File: src/rtl/tcf_pkg.sv
package tcf_pkg;

    localparam int FRAME_BITS = 59;

    typedef struct packed {
        logic [6:0] year;
        logic [3:0] month;
        logic [4:0] day;
        logic [2:0] wday;
        logic [4:0] hour;
        logic [5:0] minute;
    } tcf_time_t;

    typedef enum logic [2:0] {
        EK_NONE    = 3'd0,
        EK_TIMEOUT = 3'd1,
        EK_PARITY  = 3'd2,
        EK_RANGE   = 3'd3,
        EK_LONG    = 3'd4,
        EK_SHORT   = 3'd5
    } tcf_err_e;

    typedef enum logic [1:0] {
        CF_NONE    = 2'd0,
        CF_TIMEOUT = 2'd1,
        CF_LONG    = 2'd2,
        CF_SHORT   = 2'd3
    } tcf_fault_e;

    function automatic logic digit_ok(input logic [3:0] d);
        return d <= 4'd9;
    endfunction

    function automatic logic [7:0] bcd_to_bin(input logic [3:0] tens, input logic [3:0] units);
        return ({4'd0, tens} * 8'd10) + {4'd0, units};
    endfunction

    function automatic logic wraps_midnight(input tcf_time_t t);
        return (t.minute == 6'd59) && (t.hour == 5'd23);
    endfunction

    function automatic tcf_time_t add_minute(input tcf_time_t t);
        tcf_time_t r;
        r = t;
        if (t.minute == 6'd59) begin
            r.minute = 6'd0;
            r.hour   = (t.hour == 5'd23) ? 5'd0 : t.hour + 5'd1;
        end else begin
            r.minute = t.minute + 6'd1;
        end
        return r;
    endfunction

    function automatic logic [11:0] err_to_code(input tcf_err_e k);
        return {1'b0, k, 8'h00};
    endfunction

endpackage

File: src/rtl/tcf_collect.sv
module tcf_collect #(
    parameter int NBITS = 59,
    localparam int CW = $clog2(NBITS + 2)
) (
    input  logic             clk,
    input  logic             rst,
    input  logic             clear,
    input  logic             shift_en,
    input  logic             bit_in,
    output logic [NBITS-1:0] frame,
    output logic [CW-1:0]    count
);
    localparam logic [CW-1:0] CNT_SAT = CW'(NBITS + 1);

    always_ff @(posedge clk) begin
        if (rst || clear) begin
            count <= '0;
        end else if (shift_en && count != CNT_SAT) begin
            count <= count + 1'b1;
        end
    end

    always_ff @(posedge clk) begin
        if (rst) begin
            frame <= '0;
        end else if (shift_en) begin
            frame <= {bit_in, frame[NBITS-1:1]};
        end
    end
endmodule

File: src/rtl/tcf_check.sv
module tcf_check
    import tcf_pkg::*;
(
    input  logic [FRAME_BITS-1:0] frame,
    output tcf_time_t             value,
    output logic                  parity_ok,
    output logic                  range_ok
);
    localparam int NGRP = 3;
    logic [NGRP-1:0] grp_bad;

    for (genvar g = 0; g < NGRP; g++) begin : g_par
        localparam int LO = (g == 0) ? 21 : (g == 1) ? 29 : 36;
        localparam int HI = (g == 0) ? 28 : (g == 1) ? 35 : 58;
        assign grp_bad[g] = ^frame[HI:LO];
    end

    logic unused_head;
    assign unused_head = ^frame[20:0];

    logic [3:0] mi_u, mi_t, hr_u, hr_t, dy_u, dy_t, mo_u, mo_t, yr_u, yr_t;
    logic [7:0] mi_b, hr_b, dy_b, mo_b, yr_b;
    logic [2:0] wd;

    always_comb begin
        mi_u = frame[24:21];
        mi_t = {1'b0, frame[27:25]};
        hr_u = frame[32:29];
        hr_t = {2'b0, frame[34:33]};
        dy_u = frame[39:36];
        dy_t = {2'b0, frame[41:40]};
        wd   = frame[44:42];
        mo_u = frame[48:45];
        mo_t = {3'b0, frame[49]};
        yr_u = frame[53:50];
        yr_t = frame[57:54];

        mi_b = bcd_to_bin(mi_t, mi_u);
        hr_b = bcd_to_bin(hr_t, hr_u);
        dy_b = bcd_to_bin(dy_t, dy_u);
        mo_b = bcd_to_bin(mo_t, mo_u);
        yr_b = bcd_to_bin(yr_t, yr_u);

        parity_ok = ~|grp_bad;

        range_ok = digit_ok(mi_u) && digit_ok(hr_u) && digit_ok(dy_u)
                && digit_ok(mo_u) && digit_ok(yr_u) && digit_ok(yr_t)
                && (mi_b <= 8'd59) && (hr_b <= 8'd23)
                && (dy_b >= 8'd1) && (dy_b <= 8'd31)
                && (wd != 3'd0)
                && (mo_b >= 8'd1) && (mo_b <= 8'd12)
                && (yr_b <= 8'd99);

        value.minute = mi_b[5:0];
        value.hour   = hr_b[4:0];
        value.day    = dy_b[4:0];
        value.wday   = wd;
        value.month  = mo_b[3:0];
        value.year   = yr_b[6:0];
    end
endmodule

File: src/rtl/tcf_seq.sv
module tcf_seq
    import tcf_pkg::*;
(
    input  logic      clk,
    input  logic      rst,
    input  logic      drop,
    input  logic      load,
    input  tcf_time_t cur,
    output logic      follows
);
    tcf_time_t ref_q;
    logic      ref_valid;
    tcf_time_t nxt;
    logic      roll;
    logic      clock_eq, date_eq;

    always_ff @(posedge clk) begin
        if (rst || drop) begin
            ref_valid <= 1'b0;
            ref_q     <= '0;
        end else if (load) begin
            ref_valid <= 1'b1;
            ref_q     <= cur;
        end
    end

    always_comb begin
        nxt      = add_minute(ref_q);
        roll     = wraps_midnight(ref_q);
        clock_eq = (cur.minute == nxt.minute) && (cur.hour == nxt.hour);
        date_eq  = (cur.year == ref_q.year) && (cur.month == ref_q.month)
                && (cur.day == ref_q.day) && (cur.wday == ref_q.wday);
        follows  = ref_valid && clock_eq && (roll || date_eq);
    end
endmodule

File: src/rtl/tcf_decoder.sv
module tcf_decoder
    import tcf_pkg::*;
#(
    parameter int CNT_W = 16
) (
    input  logic             clk,
    input  logic             rst,
    input  logic             seq_check_en,
    input  logic             bit_valid,
    input  logic             bit_value,
    input  logic             minute_start,
    input  logic [1:0]       cls_fault,
    output logic             ready,
    output logic [5:0]       minute,
    output logic [4:0]       hour,
    output logic [4:0]       day,
    output logic [2:0]       weekday,
    output logic [3:0]       month,
    output logic [6:0]       year,
    output logic             err,
    output logic [11:0]      err_code,
    output logic [CNT_W-1:0] err_count
);
    localparam int CW = $clog2(FRAME_BITS + 2);
    localparam logic [CW-1:0] FULL = CW'(FRAME_BITS);
    localparam logic [CNT_W-1:0] CNT_MAX = '1;

    logic                  fault_ev;
    logic                  synced;
    logic                  collect_clr;
    logic [FRAME_BITS-1:0] frame;
    logic [CW-1:0]         nbits;
    tcf_time_t             cand;
    tcf_time_t             shown;
    logic                  par_ok, rng_ok, follows;
    logic                  judge, frame_clean, frame_bad;
    tcf_err_e              kind_q, judge_kind, fault_kind;

    assign fault_ev    = (cls_fault != CF_NONE);
    assign collect_clr = fault_ev || minute_start;
    assign judge       = minute_start && !fault_ev && synced;

    tcf_collect #(.NBITS(FRAME_BITS)) u_collect (
        .clk      (clk),
        .rst      (rst),
        .clear    (collect_clr),
        .shift_en (bit_valid && !collect_clr),
        .bit_in   (bit_value),
        .frame    (frame),
        .count    (nbits)
    );

    tcf_check u_check (
        .frame     (frame),
        .value     (cand),
        .parity_ok (par_ok),
        .range_ok  (rng_ok)
    );

    always_comb begin
        if (nbits < FULL)       judge_kind = EK_LONG;
        else if (nbits > FULL)  judge_kind = EK_SHORT;
        else if (!par_ok)       judge_kind = EK_PARITY;
        else if (!rng_ok)       judge_kind = EK_RANGE;
        else                    judge_kind = EK_NONE;

        case (tcf_fault_e'(cls_fault))
            CF_TIMEOUT: fault_kind = EK_TIMEOUT;
            CF_LONG:    fault_kind = EK_LONG;
            CF_SHORT:   fault_kind = EK_SHORT;
            default:    fault_kind = EK_NONE;
        endcase

        frame_clean = judge && (judge_kind == EK_NONE);
        frame_bad   = judge && (judge_kind != EK_NONE);
    end

    tcf_seq u_seq (
        .clk     (clk),
        .rst     (rst),
        .drop    (fault_ev || frame_bad),
        .load    (frame_clean),
        .cur     (cand),
        .follows (follows)
    );

    always_ff @(posedge clk) begin
        if (rst) begin
            synced    <= 1'b0;
            ready     <= 1'b0;
            err       <= 1'b0;
            kind_q    <= EK_NONE;
            err_count <= '0;
            shown     <= '0;
        end else begin
            ready <= 1'b0;
            if (fault_ev) begin
                synced <= 1'b0;
                err    <= 1'b1;
                kind_q <= fault_kind;
                if (err_count != CNT_MAX) err_count <= err_count + 1'b1;
            end else if (minute_start) begin
                synced <= 1'b1;
                if (frame_bad) begin
                    err    <= 1'b1;
                    kind_q <= judge_kind;
                    if (err_count != CNT_MAX) err_count <= err_count + 1'b1;
                end else if (frame_clean) begin
                    err       <= 1'b0;
                    kind_q    <= EK_NONE;
                    err_count <= '0;
                    if (!seq_check_en || follows) begin
                        ready <= 1'b1;
                        shown <= cand;
                    end
                end
            end
        end
    end

    assign err_code = err_to_code(kind_q);
    assign minute   = shown.minute;
    assign hour     = shown.hour;
    assign day      = shown.day;
    assign weekday  = shown.wday;
    assign month    = shown.month;
    assign year     = shown.year;
endmodule

File: config.mk
export PLATFORM = sky130hd
export DESIGN_NAME = tcf_decoder
export DESIGN_NICKNAME = d
export VERILOG_FILES = /design/src/rtl/tcf_pkg.sv /design/src/rtl/tcf_collect.sv /design/src/rtl/tcf_check.sv /design/src/rtl/tcf_seq.sv /design/src/rtl/tcf_decoder.sv
export SDC_FILE = /design/constraint.sdc
export NUM_CORES = 1
export LEC_CHECK = 0
export CAP_MARGIN = 5
export CORE_ASPECT_RATIO = 1.25
export CORE_UTILIZATION = 40
export CTS_CLUSTER_DIAMETER = 50
export DETAILED_ROUTE_END_ITERATION = 8
export DONT_BUFFER_PORTS = 1
export SYNTH_ARGS = -nofsm -noshare
export SYNTH_HDL_FRONTEND = slang
export SYNTH_SLANG_ARGS = --single-unit
File: constraint.sdc
create_clock -name clk -period 4.6 [get_ports clk]
set_clock_uncertainty 0.15 [all_clocks]
set_input_delay 0.92 -clock clk [delete_from_list [all_inputs] [get_ports clk]]
set_output_delay 0.92 -clock clk [all_outputs]
set_load 0.005 [all_outputs]
==> run summary <==
Standard cell with the maximum stage delay on the critical path - sky130_fd_sc_hd__dfxtp_1
Largest net degree at the start of global routing - 84
Total clock sinks - 127
Number of pins with negative max-slew slack in the final report - 0
Instance count along the most critical hold path - 2
Arithmetic-cell share of the synthesized area counting full adders, half adders and majority gates - 9.55%
Most common cell after layout, fill and taps aside - sky130_fd_sc_hd__dfxtp_1
Combined area of all synthesized cells - 7330 sq um
Cell Pwr Density - 306 nW/um^2
Critical hold path startpoint - u_collect.frame[28]$_SDFFE_PP0P_
Setup Total Neg Slack - 0 ns
Area of the core region - 18000 sq um
Placement Rows - 55
Finish-stage setup viols - 0
Combined buffer and inverter count along the critical path - 1
Mapped Avg Cell Area - 8.46 sq um
VDD IR-drop max - 0.000239 V
Reported net switching power - 593 uW
Synth Instances - 867
Critical-path maximum fanout - 44
Critical Path End Type - flip-flop
IO Port Bufs - 0
Number of synthesized flops with an enable pin - 0
Switching share of total power - 24.0%
Global-route total usage across every layer - 17.9%
Yosys Warn Count - 0
R2r endpoint - hour[2]$_SDFFE_PP0P_
Vias - 5734
Final Core Density - 44.8%
Cell breakdown of the critical path - ha_1 > ha_1 > fa_1 > nor2b_1 > a32oi_2 > xnor2_1 > or4_1 > o32a_1 > o31ai_4 > buf_12 > a21oi_1 > a211oi_1
Post-route DRC - 0
Crit path time final - 4.23 ns
Power share of the clock group - 53.4%
Number of antenna cells inserted - 0
Fraction of the mapped netlist area in compound gates - 15.3%
Synth-to-Final Area Change - 10.1%
CTS Buffer Depth - 2
Clock network latency to the later pin of the worst-skew pair - 0.42 ns
Worst-Margin Slew - 0.668 ns
Initial Utilization - 40.7%
Drt total wl - 16400 microns
First-pass GRT wire length - 26400 microns
Arrival time of the worst setup path - 4.42 ns
Combinational fraction of design power - 1.7%
Vias in the first global route - 5301
Distinct cells, synth - 58
Clock tree from TritonCTS - built
Register bit count reported by yosys - 127
RSZ-0062 raised after global routing - false
Clock H-tree levels - 4
Type of the worst setup path - flip-flop to flip-flop
Die X - 123 microns
Half-perimeter wire length after placement - 11600 microns
Gr ovfl total - 0
Antenna violations before repair - 0
Post CTS Setup Buffer Count - 0
Final hold violation count - 0
FFs w/ async S/R, synth - 0%
Proportion of layout cells with a drive suffix above 1 - 8.71%
Start of the worst register-to-register path - u_collect.frame[57]$_SDFFE_PP0P_
Length in cells of the worst reg-to-reg path - 12
Vias per cell - 5.27
Number of hold buffers added after cts - 0
Required arrival time at the worst endpoint - 4.79 ns
Internal power - 1880 uW
Count of antenna-violating nets left after detailed routing - 0
Post-CTS sizing - 0
Iteration-0 DRC Markers - 296
DIE AREA - 18900 sq um
Gate family responsible for the most delay along the worst path - compound AO/OA/AOI/OAI gates
Detail-routed net length per standard cell - 15.0 microns
Top library cells by usage in the layout, fill and taps aside - sky130_fd_sc_hd__dfxtp_1 (127), sky130_fd_sc_hd__nand2_1 (107), sky130_fd_sc_hd__a21oi_1 (87)
Height of the die - 153 microns
Number of maximum-capacitance constraint violations - 0
# fillers - 1804
Most common cell on crit path - sky130_fd_sc_hd__ha_1
Startpoint kind of the worst setup timing path - flip-flop
Clock Pin Slew Worst Setup and Hold Paths - 0.06 ns
Net total in the final layout - 909
Slowest cell delay on critical path - 0.54 ns
Global placement routability congestion - 0.818
Main synth FF type - sky130_fd_sc_hd__dfxtp_1
Path class of the lowest-slack min-delay path - flip-flop to flip-flop
Detailed-routing iteration count for the pre-antenna-repair pass - 4
Post-synthesis sequential area ratio - 34.7%
I/O Pins - 68
Outcome - finished, final reports clean
Fraction of the mapped netlist area in simple logic gates - 19.6%
Terminating pin of the worst hold path - u_collect.frame[27]$_SDFFE_PP0P_
Sequential group share of total power - 44.9%
Clock root buffer master - sky130_fd_sc_hd__clkbuf_16
Xor and xnor fraction of the mapped netlist area - 10.5%
Fmax - 236 MHz
Main combinational cell family by area after synthesis - simple AND/OR/NAND/NOR gates
Slack of the worst reg-to-reg path - 0.37 ns
Mux cell area share after synthesis - 4.78%
Worst slew margin relative to its limit - 55.0%
Clock buffers created by TritonCTS - 17
Static leakage - 0.00305 uW
Final critical-path share of the clock period - 92.0%
==> cell families after synthesis <==
| group | count (synthesis) |
|---|---|
| simple gates | 303 |
| fa+ha+maj | 53 |
| flops | 127 |
| compound gates | 173 |
| buf+inv | 93 |
| xor+xnor | 82 |
| other cells | 1 |
| mux | 35 |
==> worst max-delay path by stage <==
stage | startpoint | to | cells after the start | slack [ns]
floorplan | u_collect.frame[55]$_SDFFE_PP0P_ | day[0]$_SDFFE_PP0P_ | 12 | 0.94
global placement | u_collect.frame[57]$_SDFFE_PP0P_ | year[5]$_SDFFE_PP0P_ | 12 | 0.44
detailed placement | u_collect.frame[57]$_SDFFE_PP0P_ | hour[2]$_SDFFE_PP0P_ | 12 | 0.40
CTS | u_collect.frame[57]$_SDFFE_PP0P_ | hour[2]$_SDFFE_PP0P_ | 12 | 0.38
global route | u_collect.frame[57]$_SDFFE_PP0P_ | year[0]$_SDFFE_PP0P_ | 11 | 0.13
finish | u_collect.frame[57]$_SDFFE_PP0P_ | hour[2]$_SDFFE_PP0P_ | 12 | 0.37
==> worst reg2reg max path: cells and delay by family, from the launching register on <==
family	cells	cell delay (ns)
compound gates	5	1.27
buf+inv	1	0.28
xor+xnor	1	0.14
fa+ha+maj	3	1.05
simple gates	2	0.73
flops	1	0.54
==> routing by layer <==
metal,share of wire [%],global-route usage [%],vias up
li1,-,-,2933
met1,47,22.7,2681
met2,46,28.9,102
met3,5.1,5.15,18
met4,1.2,5.68,0
met5,0,0,-
==> power by group through the flow <==
| stage | logic (uW) | registers (uW) | clock network, uW |
|---|---|---|---|
| finish | 42.0 | 1110 | 1320 |
| floorplan | 47.8 | 1130 | 0 |
| CTS | 42.4 | 1110 | 1350 |
| global placement | 42.4 | 1130 | 0 |
| global route | 47.4 | 1110 | 1400 |
| detailed placement | 42.4 | 1130 | 0 |
==> cell usage after synthesis (18+ instances only) <==
cell | number | area, sq um
sky130_fd_sc_hd__ha_1 | 48 | 601
sky130_fd_sc_hd__nand2_1 | 107 | 402
sky130_fd_sc_hd__a21bo_2 | 22 | 220
sky130_fd_sc_hd__o21ai_0 | 18 | 90.1
sky130_fd_sc_hd__nand3_1 | 37 | 185
sky130_fd_sc_hd__nor2_1 | 68 | 255
sky130_fd_sc_hd__inv_1 | 36 | 135
sky130_fd_sc_hd__xnor2_1 | 40 | 350
sky130_fd_sc_hd__clkbuf_1 | 33 | 124
sky130_fd_sc_hd__mux2i_1 | 35 | 350
sky130_fd_sc_hd__a21oi_1 | 87 | 435
sky130_fd_sc_hd__dfxtp_1 | 127 | 2540
sky130_fd_sc_hd__xor2_1 | 38 | 333
sky130_fd_sc_hd__nand4_1 | 19 | 119
==> sequential cells by signal (all words and copies together) (netlist names) <==
name,count
ready,1
u_seq.ref_q,11
kind_q,3
err_count,16
weekday,3
err,1
u_seq.nxt,19
month,4
u_seq.ref_valid,1
year,7
day,5
u_collect.count,6
u_collect.frame,38
minute,6
synced,1
hour,5
==> layout make-up <==
| class | count | area, sq um | share of cell area [%] |
|---|---|---|---|
| sequential | 127 | 2540 | 31.5 |
| timing repair buffer | 11 | 108 | 1.33 |
| clock inverter | 15 | 151 | 1.87 |
| clock buffer | 17 | 425 | 5.27 |
| inverter | 36 | 135 | 1.67 |
| multi-input combinational | 655 | 4430 | 54.8 |
| tap | 228 | 285 | 3.53 |
==> stage by stage <==
step / power, uW / cell area [sq um] / hold WS, ns / std cells / setup WS, ns
global placement: 1180 / 7500 / 0.318 / 1057 / 0.442
finish: 2470 / 8080 / 0.324 / 1089 / 0.369
CTS: 2500 / 8080 / 0.329 / 1089 / 0.378
floorplan: 1180 / 7360 / 0.280 / 875 / 0.935
global route: 2560 / 8080 / 0.353 / 1089 / 0.131
detailed placement: 1180 / 7500 / 0.321 / 1057 / 0.396
Note: power is estimated with default switching activity, not from simulation.
